[src/rtl/ciif_pkg.sv]
package ciif_pkg;
  localparam int unsigned ID_W = 10;
  localparam logic [ID_W-1:0] SPURIOUS_ID = 10'd1023;

  // Word index (byte address bits [4:2]) of each register
  localparam logic [2:0] REG_CTRL  = 3'd0;
  localparam logic [2:0] REG_PMASK = 3'd1;
  localparam logic [2:0] REG_ACK   = 3'd3;
  localparam logic [2:0] REG_EOI   = 3'd4;

  typedef struct packed {
    logic            ackTake;  // acknowledge read with a deliverable candidate
    logic            eoiDo;    // completion write
    logic [ID_W-1:0] eoiId;    // ID named by the completion write
  } ciif_strobe_t;
endpackage

[src/rtl/ciif_datapath.sv]
module ciif_datapath
  import ciif_pkg::*;
#(
  parameter int unsigned NUM_SRC = 32,
  parameter int unsigned PRIO_W  = 8
) (
  input  logic                      clk,
  input  logic                      rstN,
  input  logic [NUM_SRC-1:0]        pendSet,
  input  logic [NUM_SRC*PRIO_W-1:0] prioFlat,
  input  ciif_strobe_t              strb,
  output logic [ID_W-1:0]           bestId,
  output logic [PRIO_W-1:0]         bestPrio,
  output logic                      bestValid
);
  localparam int unsigned IDX_W = (NUM_SRC > 1) ? $clog2(NUM_SRC) : 1;

  logic [NUM_SRC-1:0] pendQ;
  logic [NUM_SRC-1:0] activeQ;
  logic [NUM_SRC-1:0] eligible;

  assign eligible = pendQ & ~activeQ;

  // Scan from the top down; "<=" lets a lower ID take over a tie.
  always_comb begin
    bestId    = SPURIOUS_ID;
    bestPrio  = '1;
    bestValid = 1'b0;
    for (int i = NUM_SRC - 1; i >= 0; i--) begin
      if (eligible[i] && (!bestValid || prioFlat[i*PRIO_W +: PRIO_W] <= bestPrio)) begin
        bestValid = 1'b1;
        bestPrio  = prioFlat[i*PRIO_W +: PRIO_W];
        bestId    = ID_W'(i);
      end
    end
  end

  for (genvar g = 0; g < NUM_SRC; g++) begin : g_src
    logic ackHit;
    logic eoiHit;
    assign ackHit = strb.ackTake && (bestId == ID_W'(g));
    assign eoiHit = strb.eoiDo && (strb.eoiId == ID_W'(g)) && activeQ[g];

    always_ff @(posedge clk or negedge rstN) begin
      if (!rstN) begin
        pendQ[g]   <= 1'b0;
        activeQ[g] <= 1'b0;
      end else begin
        // a new pend strobe wins over the acknowledge clear
        pendQ[g]   <= (pendQ[g] & ~ackHit) | pendSet[g];
        activeQ[g] <= (activeQ[g] & ~eoiHit) | ackHit;
      end
    end
  end

  // one acknowledge activates at most one source
  p_one_take_r5: assert property (@(posedge clk) disable iff (!rstN)
    $countones(activeQ & ~$past(activeQ)) <= 1);

  // the acknowledged source is active afterwards
  p_take_sets_r5: assert property (@(posedge clk) disable iff (!rstN)
    strb.ackTake |=> activeQ[$past(bestId[IDX_W-1:0])]);

  // without acknowledge or completion the active set holds
  p_quiet_r6: assert property (@(posedge clk) disable iff (!rstN)
    (!strb.ackTake && !strb.eoiDo) |=> (activeQ == $past(activeQ)));

  // completing an active source clears it
  p_eoi_clears_r7: assert property (@(posedge clk) disable iff (!rstN)
    (strb.eoiDo && !strb.ackTake && (strb.eoiId < ID_W'(NUM_SRC)) && activeQ[strb.eoiId[IDX_W-1:0]])
      |=> !activeQ[$past(strb.eoiId[IDX_W-1:0])]);
endmodule

[src/rtl/ciif_ctrl.sv]
module ciif_ctrl
  import ciif_pkg::*;
#(
  parameter int unsigned PRIO_W = 8
) (
  input  logic              clk,
  input  logic              rstN,
  input  logic              regRd,
  input  logic              regWr,
  input  logic [4:0]        regAddr,
  input  logic [31:0]       regWdata,
  input  logic [ID_W-1:0]   bestId,
  input  logic [PRIO_W-1:0] bestPrio,
  input  logic              bestValid,
  output ciif_strobe_t      strb,
  output logic [31:0]       regRdata,
  output logic              irqReq
);
  logic              ctrlEn;
  logic [PRIO_W-1:0] pmask;
  logic              deliver;
  logic [2:0]        wordSel;

  assign wordSel = regAddr[4:2];
  assign deliver = ctrlEn && bestValid && (bestPrio < pmask);
  assign irqReq  = deliver;

  always_ff @(posedge clk or negedge rstN) begin
    if (!rstN) begin
      ctrlEn <= 1'b0;
      pmask  <= '0;
    end else if (regWr) begin
      if (wordSel == REG_CTRL)  ctrlEn <= regWdata[0];
      if (wordSel == REG_PMASK) pmask  <= regWdata[PRIO_W-1:0];
    end
  end

  always_comb begin
    strb.ackTake = regRd && (wordSel == REG_ACK) && deliver;
    strb.eoiDo   = regWr && (wordSel == REG_EOI);
    strb.eoiId   = regWdata[ID_W-1:0];
  end

  always_comb begin
    regRdata = '0;
    if (regRd) begin
      unique case (wordSel)
        REG_CTRL:  regRdata = {31'd0, ctrlEn};
        REG_PMASK: regRdata = 32'(pmask);
        REG_ACK:   regRdata = 32'(deliver ? bestId : SPURIOUS_ID);
        default:   regRdata = '0;
      endcase
    end
  end

  // clearing the enable silences the request line
  p_disable_r2: assert property (@(posedge clk) disable iff (!rstN)
    (regWr && wordSel == REG_CTRL && !regWdata[0]) |=> !irqReq);

  // a zero threshold lets nothing through
  p_zero_mask_r3: assert property (@(posedge clk) disable iff (!rstN)
    (regWr && wordSel == REG_PMASK && regWdata[PRIO_W-1:0] == '0) |=> !irqReq);

  // a spurious answer never acknowledges anything
  p_spur_no_take_r6: assert property (@(posedge clk) disable iff (!rstN)
    (regRd && wordSel == REG_ACK && regRdata == 32'(SPURIOUS_ID)) |-> !strb.ackTake);
endmodule

[src/rtl/cpu_irq_iface.sv]
module cpu_irq_iface
  import ciif_pkg::*;
#(
  parameter int unsigned NUM_SRC = 32,
  parameter int unsigned PRIO_W  = 8
) (
  input  logic                      clk,
  input  logic                      rstN,
  input  logic [NUM_SRC-1:0]        pendSet,
  input  logic [NUM_SRC*PRIO_W-1:0] prioFlat,
  input  logic                      regRd,
  input  logic                      regWr,
  input  logic [4:0]                regAddr,
  input  logic [31:0]               regWdata,
  output logic [31:0]               regRdata,
  output logic                      irqReq
);
  ciif_strobe_t      strb;
  logic [ID_W-1:0]   bestId;
  logic [PRIO_W-1:0] bestPrio;
  logic              bestValid;

  ciif_ctrl #(.PRIO_W(PRIO_W)) u_ctrl (
    .clk(clk), .rstN(rstN), .regRd(regRd), .regWr(regWr), .regAddr(regAddr),
    .regWdata(regWdata), .bestId(bestId), .bestPrio(bestPrio), .bestValid(bestValid),
    .strb(strb), .regRdata(regRdata), .irqReq(irqReq)
  );

  ciif_datapath #(.NUM_SRC(NUM_SRC), .PRIO_W(PRIO_W)) u_dp (
    .clk(clk), .rstN(rstN), .pendSet(pendSet), .prioFlat(prioFlat), .strb(strb),
    .bestId(bestId), .bestPrio(bestPrio), .bestValid(bestValid)
  );
endmodule

[config.mk]
export PLATFORM = sky130hd
export DESIGN_NAME = cpu_irq_iface
export DESIGN_NICKNAME = d
export VERILOG_FILES = /design/src/rtl/ciif_pkg.sv /design/src/rtl/ciif_datapath.sv /design/src/rtl/ciif_ctrl.sv /design/src/rtl/cpu_irq_iface.sv
export SDC_FILE = /design/constraint.sdc
export NUM_CORES = 1
export LEC_CHECK = 0
export BUFFER_PORTS_ARGS = -buffer_cell sky130_fd_sc_hd__buf_4
export CORE_MARGIN = 5
export CORE_UTILIZATION = 30
export CTS_CLUSTER_DIAMETER = 30
export CTS_CLUSTER_SIZE = 24
export DETAILED_ROUTE_END_ITERATION = 10
export PLACE_DENSITY = 0.53
export SKIP_CTS_REPAIR_TIMING = 1
export SLEW_MARGIN = 20
export SYNTH_ARGS = -nofsm -noshare
export SYNTH_HDL_FRONTEND = slang
export SYNTH_SLANG_ARGS = --single-unit
[constraint.sdc]
create_clock -name clk -period 102.3 [get_ports clk]
set_clock_uncertainty 0.2 [all_clocks]
set_input_delay 10.23 -clock clk [delete_from_list [all_inputs] [get_ports clk]]
set_output_delay 10.23 -clock clk [all_outputs]
set_load 0.05 [all_outputs]
# --- Word level (Yosys, flattened, before mapping) ---
# Cells that the tools add are included.
classes:
  n_lt_le_gt_ge: 32
  eq_ne: 65
  muxes: 99
  n_bitwise: 194
  reduce_logical: 199
op_table:
  columns: ["cell", "count"]
  rows:
  - ["$mux 10", 33]
  - ["$eq 10x5->1 const B", 32]
  - ["$mux 8", 32]
  - ["$le 8x8->1", 31]
  - ["$eq 10x4->1 const B", 16]
  - ["$logic_and 1x1->1", 132]
  - ["$pmux 32 s3", 1]
  - ["$eq 10x3->1 const B", 8]
  - ["$and 1x1->1", 64]
  - ["$not 1->1", 64]
  - ["$or 1x1->1", 64]
  - ["$eq 10x2->1 const B", 4]
  - ["$and 32x32->32", 1]
  - ["$mux 1", 32]
  - ["$mux 32", 1]
  - ["$not 32->32", 1]
  - ["$logic_not 1->1", 31]
  - ["$logic_or 1x1->1", 31]
  - ["$eq 10x1->1 const B", 2]
  - ["$logic_not 10->1", 2]
  - ["$lt 8x8->1", 1]
  - ["$reduce_and 2->1", 2]
  - ["$eq 3x1->1 const B", 1]
  - ["$eq 3x2->1 const B", 1]
  - ["other kinds (2)", 2]
word_totals:
  reg_bits: 73

# --- Longest topological paths before layout ---
# Gate-level depths: netlist (run 1).
logic_depth:
  depth_word: 134
  ltp_mapped: 369
  mapped_depth_nobuf: 343

# --- By module ---
# A second synthesis (run 1) with hierarchy kept.
unflattened:
  cells_unflattened: 2326
  hier_area_um2: 16733.5
modules_own_cells:
  columns: ["module", "n_inst", "cells_per_inst", "area_per_inst_um2"]
  rows:
  - ["ciif_datapath", 1, 2201, 15626.2]
  - ["ciif_ctrl", 1, 125, 1107.3]

# --- Worst setup path before layout (run 1) ---
# No wires, ideal clock.
synth_timing:
  kind: "input -> output"
  from: "in prioFlat[255]"
  to: "out regRdata[0]"
  t_arrival_ns: 73.396
  required_time_ns: 91.870
  setup_slack_ns: 18.474
  cell_stages: 348
  cell_sequence: "nor2_1 ha_1 nand2_1 o2111a_1 a221oi_2 and2_1 buf_6 clkbuf_1 nor2_1 a21oi_1 inv_1 ha_1 and4_1 nand2_1 a221oi_1 o31ai_1 o21ai_1 mux2_2 [312 not listed] ha_1 nor2b_1 o21ai_0 nand2b_1 a21oi_1 o21ai_0 o21a_1 a21o_1 clkbuf_1 clkbuf_1 a21oi_1 ha_1 nand4_1 nor3_1 o221ai_4 nor2b_1 buf_2 a311oi_1"
synth_between:
  elab_chain_len: 130
  elab_cells_between_ends: 223
synth_lines:
  columns: ["element", "line", "rtl"]
  rows:
  - ["start: declaration", "cpu_irq_iface.sv:10", "input logic [NUM_SRC*PRIO_W-1:0] prioFlat,"]
  - ["$mux 8 *", "ciif_datapath.sv:30", "if (eligible[i] && (!bestValid || prioFlat[i*PRIO_W +: PRIO_W] <= bestPrio)) begin"]
  - ["$le 8x8->1", "ciif_datapath.sv:30", null]
  - ["$logic_or 1x1->1", "ciif_datapath.sv:30", null]
  - ["$logic_and 1x1->1", "ciif_datapath.sv:30", null]
  - ["$mux 8 / $mux 1 (equally long branches)", "ciif_datapath.sv:30", null]
  - ["$le 8x8->1 / $logic_not 1->1 (equally long branches)", "ciif_datapath.sv:30", null]
  - ["$logic_or 1x1->1", "ciif_datapath.sv:30", null]
  - ["$logic_and 1x1->1", "ciif_datapath.sv:30", null]
  - ["[115 not listed]", null, null]
  - ["$logic_and 1x1->1", "ciif_datapath.sv:30", null]
  - ["$mux 8 / $mux 1 (equally long branches)", "ciif_datapath.sv:30", null]
  - ["$lt 8x8->1 / $logic_and 1x1->1 (equally long branches)", "ciif_ctrl.sv:25", "assign deliver = ctrlEn && bestValid && (bestPrio < pmask);"]
  - ["$logic_and 1x1->1 *", "ciif_ctrl.sv:25", null]
  - ["named net irqReq", "cpu_irq_iface.sv:16", "output logic irqReq"]
  - ["$mux 10 *", "ciif_ctrl.sv:50", "REG_ACK: regRdata = 32'(deliver ? bestId : SPURIOUS_ID);"]
  - ["$pmux 32 s3 *", "ciif_ctrl.sv:47", "unique case (wordSel)"]
  - ["$mux 32 *", "ciif_ctrl.sv:46", "if (regRd) begin"]
  - ["end: declaration", "cpu_irq_iface.sv:15", "output logic [31:0] regRdata,"]
# The timed path passes the listed nets; every way through them passes the cells marked *.

# --- Final worst setup path (run 1) ---
layout_timing:
  from: "in prioFlat[255]"
  to: "out regRdata[2]"
layout_between:
  elab_chain_len: 130
  elab_cells_between_ends: 223
layout_lines:
  columns: ["element", "line"]
  rows:
  - ["$mux 8 *", "ciif_datapath.sv:30"]
  - ["$le 8x8->1", "ciif_datapath.sv:30"]
  - ["$logic_or 1x1->1", "ciif_datapath.sv:30"]
  - ["$logic_and 1x1->1", "ciif_datapath.sv:30"]
  - ["$mux 8 / $mux 1 (equally long branches)", "ciif_datapath.sv:30"]
  - ["$le 8x8->1 / $logic_not 1->1 (equally long branches)", "ciif_datapath.sv:30"]
  - ["$logic_or 1x1->1", "ciif_datapath.sv:30"]
  - ["$logic_and 1x1->1", "ciif_datapath.sv:30"]
  - ["[114 not listed]", null]
  - ["$logic_or 1x1->1", "ciif_datapath.sv:30"]
  - ["$logic_and 1x1->1", "ciif_datapath.sv:30"]
  - ["$mux 8 / $mux 1 (equally long branches)", "ciif_datapath.sv:30"]
  - ["$lt 8x8->1 / $logic_and 1x1->1 (equally long branches)", "ciif_ctrl.sv:25"]
  - ["$logic_and 1x1->1", "ciif_ctrl.sv:25"]
  - ["$mux 10 *", "ciif_ctrl.sv:50"]
  - ["$pmux 32 s3 *", "ciif_ctrl.sv:47"]
  - ["$mux 32 *", "ciif_ctrl.sv:46"]
# Mark *: on every way between the ends. The rest lies on a longest branch, timed or not.

==> impl_metrics.yaml, run 1 <==
worst_setup_path:
  crit_top_cell: "a21oi_1"
  setup.worst_path.start_class: "input pin"
  crit_type: "in2out"
  cp.arrival_ps: 82570
  crit_family: "compound AO/OA/AOI/OAI gates"
  crit_fanout: 24
  cp_data_required_time_ps: 91870
  slowest_stage: "a311oi_2"
  cpPeakStageDelay_ps: 790
  critical_path_depth: 328
  cp-end-kind: "output pin"
  critPathBufInv: 26
  worstRegToRegCells: 330
routing:
  via_per_inst: 5.374
  drtIter0Drc: 1087
  drc: 0
  postRouteAntennaNets: 0
  drt-pass1-iter-count: 5
  via_count: 17080
  wl_mm: 57.66
  wire_per_inst_um: 18.14
floorplan:
  start_util_pct: 30.24
  fp.dieH_um: 239.9
  io_pins: 362
  dieArea_um2: 57570
  dieWidth_um: 239.9
  core_area_um2: 52450
  num_rows: 84
timing:
  period_minus_slack_ps: 93000
  worst-slew-pin-transition_ps: 999.1
  drv_slew: 0
  fmax_ghz: 0.01075
  max_slew_margin_pct: 33.35
  finalHoldViolations: 0
  setup-tns-final_ps: 0
  setup_viol: 0
  fin_crit_sh_pct: 90.91
  rsz0062_at_grt: "no"
global_routing:
  overflow: 0
  grt_max_degree: 74
  track_usage_pct: 18.98
  grt_pass1_vias: 16820
  grt_antenna_before_repair: 11
  grt_pass1_wl_mm: 89.07
status:
  status: "finished clean"
synthesis:
  synth_ff_type: "dfrtp_1"
  synth-seq-cells: 73
  synth_cells: 2195
  synth-edff-count: 0
  yosysSeqAreaShare_pct: 11.52
  synth_area_um2: 15860
  synth_top_area_cell: "ha_1"
  synth_cell_types: 102
  syn_avg_cell_area_um2: 7.226
  async_reset_ff_share_pct: 100.0
  yosysWarnings: 0
  yosys-top-cells-area: "ha_1 18%, dfrtp_1 12%, a21oi_1 5.1%, inv_1 5.0%, mux2_2 4.9%"
  yosys.area.top_type_share_pct: 17.91
  synth_most_common_cell: "ha_1"
  synth_common_cells: "227 x ha_1, 213 x inv_1, 207 x nor2_1"
cts:
  root_buffer: "clkbuf_16"
  clock-sinks: 73
  clk_pin_slew_ps: 60
  numCtsBuffers: 9
  cts_tree: "yes"
  htreeDepth: 3
  cts_buffer_depth: 2
  insertion_delay_ps: 340
final_layout:
  fin_nets: 3036
  nFillCells: 5500
  drive_gt1_share_pct: 19.15
  area_growth_pct: 20.98
  multi_input_area_um2: 12940
  regArea_um2: 1827
min_path:
  min_path_type: "reg2reg"
  min_path_cells: 1
placement:
  gp_congestion: 0.8567
  io_buffers: 315
  dp_hpwl_mm: 49.64
job:
  max_cap_violations: 0
logic make-up (layout without fill, tap and decap cells):
family / count (synthesis) / after routing / synth area share (%)
adder cells (fa/ha/maj): 230 / 230 / 18.10
multiplexers: 108 / 108 / 7.360
AO/OA/AOI/OAI: 710 / 710 / 30.30
flip-flops: 73 / 73 / 11.52
other: 1 / 28 / 0.02364
AND/OR/NAND/NOR: 783 / 783 / 24.93
buffers and inverters: 285 / 554 / 7.495
XOR/XNOR: 5 / 5 / 0.2761
flip-flops by register name, summed over array words and instances (netlist names):
name	count
u_dp.pendQ	32
u_ctrl.pmask	8
u_dp.activeQ	32
u_ctrl.ctrlEn	1
area by class of cell:
class	count	area share, %
Clock inverter	7	0.4108
Clock buffer	9	1.174
Multi-Input combinational cell	1858	67.43
Tap cell	688	4.486
Sequential cell	73	9.521
Inverter	213	4.167
Antenna cell	6	0.07825
Timing Repair Buffer	325	12.74
through the flow:
step                setup WS (ps)  instance area (um2)  util [%]  std cells  hold WS (ps)
finish                       9303                19190     36.59       3179         276.7
global route                 2727                19180     36.57       3175         314.2
CTS                          9105                19160     36.54       3173         281.9
detailed placement           9352                18860     35.96       3157         268.3
global placement            10500                18860     35.96       3157         260.2
floorplan                   18470                15940         -       2216         250.2
worst paths after layout:
path | startpoint | end | slack, ps
min reg2reg | u_dp.pendQ[0] | u_dp.pendQ[0] | 280
max reg2reg | u_dp.activeQ[31] | u_dp.pendQ[12] | 28660
max | prioFlat[255] | regRdata[2] | 9300
max in group asynchronous | rstN | u_dp.pendQ[28] | 91670
min in group asynchronous | rstN | u_ctrl.pmask[5] | 9680
min | u_dp.pendQ[0] | u_dp.pendQ[0] | 280
metal layers:
layer / up-vias / share of wire [%] / GRT usage, % / wire length, um
li1: 8616 / - / - / -
met1: 8022 / 44 / 24.70 / 25600
met2: 367 / 49 / 33.83 / 28290
met3: 66 / 4.8 / 2.730 / 2759
met4: 12 / 1.6 / 3.422 / 911
met5: - / 0.17 / 0 / 100
layout by cell type (no fill, tap or decap), types with 39 or more instances in the layout:
master and instances:
a21o_1 82, a21oi_1 161, a31oi_1 46, buf_4 324
dfrtp_1 73, ha_1 227, inv_1 213, mux2_2 69
mux2i_1 39, nand2_1 172, nand2b_1 55, nand3_1 64
nor2_1 207, nor2b_1 54, nor3_1 42, o21ai_0 135
o21ai_1 39
Power of run 1 is not shown: default switching activity piles up to over one toggle a cycle in this logic, so the estimate is an artifact.
==> run 2: changes to the inputs <==
- CORE_MARGIN: 5 -> 2
==> impl_metrics.yaml, run 2 (synthesis gave the netlist of run 1 again) <==
cts:
  insertion_delay_ps: 340
  htreeDepth: 3
  numCtsBuffers: 9
  root_buffer: "clkbuf_16"
  clock-sinks: 73
  cts_buffer_depth: 2
  clk_pin_slew_ps: 60
  cts_tree: "yes"
final_layout:
  final_util_pct: 36.60
  final_area_um2: 19200
  layout_commonest_cell: "buf_4"
  final_cell_mix: "324 x buf_4, 227 x ha_1, 213 x inv_1"
  drive_gt1_share_pct: 19.15
  fin_nets: 3036
  area_growth_pct: 21.03
  largest_registers: "u_dp.activeQ x32, u_dp.pendQ x32, u_ctrl.pmask x8"
global_routing:
  overflow: 0
  grt_antenna_before_repair: 8
  track_usage_pct: 20.18
  grt_pass1_vias: 16890
  grt_max_degree: 74
  grt_pass1_wl_mm: 88.81
min_path:
  min_path_cells: 1
  min_path_type: "reg2reg"
  min_to: "u_dp.pendQ[0]"
  worstHoldStart: "u_dp.pendQ[0]"
timing:
  fmax_ghz: 0.01078
  period_minus_slack_ps: 92750
  setup_ws_ps: 9552
  fin_crit_sh_pct: 90.66
  max_slew_margin_pct: 32.57
  worst-slew-pin-transition_ps: 1011
  finalHoldViolations: 0
  drv_slew: 0
  setup-tns-final_ps: 0
  rsz0062_at_grt: "no"
  setup_viol: 0
placement:
  post-place-ws_ps: 9681
  io_buffers: 315
  place_area_um2: 18850
  dp_hpwl_mm: 48.68
  gp_congestion: 0.8668
routing:
  drt-pass1-iter-count: 5
  drtIter0Drc: 954
  via_count: 17010
  wire_per_inst_um: 17.85
  wl_mm: 56.71
  via_per_inst: 5.353
  postRouteAntennaNets: 0
  drc: 0
worst_setup_path:
  cpPeakStageDelay_ps: 800
  setup.worst_path.start_class: "input pin"
  cp-end-kind: "output pin"
  r2r_slack_ps: 28890
  worstRegToRegCells: 329
  crit_top_cell: "a21oi_1"
  crit_type: "in2out"
  cp_data_required_time_ps: 91870
  r2r_start: "u_dp.activeQ[31]"
  slowest_stage: "a21oi_1"
  cp.arrival_ps: 82320
  r2r-end: "u_dp.pendQ[12]"
  crit_fanout: 24
floorplan:
  io_pins: 362
  fp.dieH_um: 233.9
  start_util_pct: 30.24
  dieWidth_um: 233.9
  num_rows: 84
  core_area_um2: 52450
  dieArea_um2: 54720
status:
  status: "finished clean"
job:
  max_cap_violations: 0
run 2: metal layers:
layer	vias up	wire [um]	GRT usage, %
li1	8612	-	-
met4	8	573	3.026
met1	7993	25980	25.99
met2	350	27920	36.47
met3	45	2185	2.517
met5	-	57	0
run 2: worst max-delay path by stage:
stage                             start           to  cells after the start
after floorplan           prioFlat[255]  regRdata[0]                    348
after global placement    prioFlat[255]  regRdata[2]                    327
after detailed placement  prioFlat[255]  regRdata[2]                    324
after CTS                 prioFlat[255]  regRdata[2]                    324
after global routing      prioFlat[253]  regRdata[2]                    330
final                     prioFlat[255]  regRdata[2]                    326
run 2: stage by stage:
step,instances,hold WS (ps)
6_report,3177,281.5
3_3_place_gp,3156,260.2
2_1_floorplan,2216,250.2
3_5_place_dp,3156,267.0
5_1_grt,3174,288.0
4_1_cts,3172,280.7
run 2: cell type report:
type / count / area [um2]
Clock inverter: 7 / 80.08
Sequential cell: 73 / 1827
Inverter: 213 / 799.5
Clock buffer: 9 / 225.2
Tap cell: 688 / 860.8
Fill cell: 5520 / 33250
Timing Repair Buffer: 325 / 2460
Multi-Input combinational cell: 1858 / 12930
Antenna cell: 4 / 10.01
run 2: worst max-delay path, delay by kind of cell:
kind	cells	cell delay, ps
compound gates	160	37460
simple gates	88	15590
fa+ha+maj	35	9830
mux	15	5610
buf+inv	28	3550
Power of run 2 is left out for the same reason.
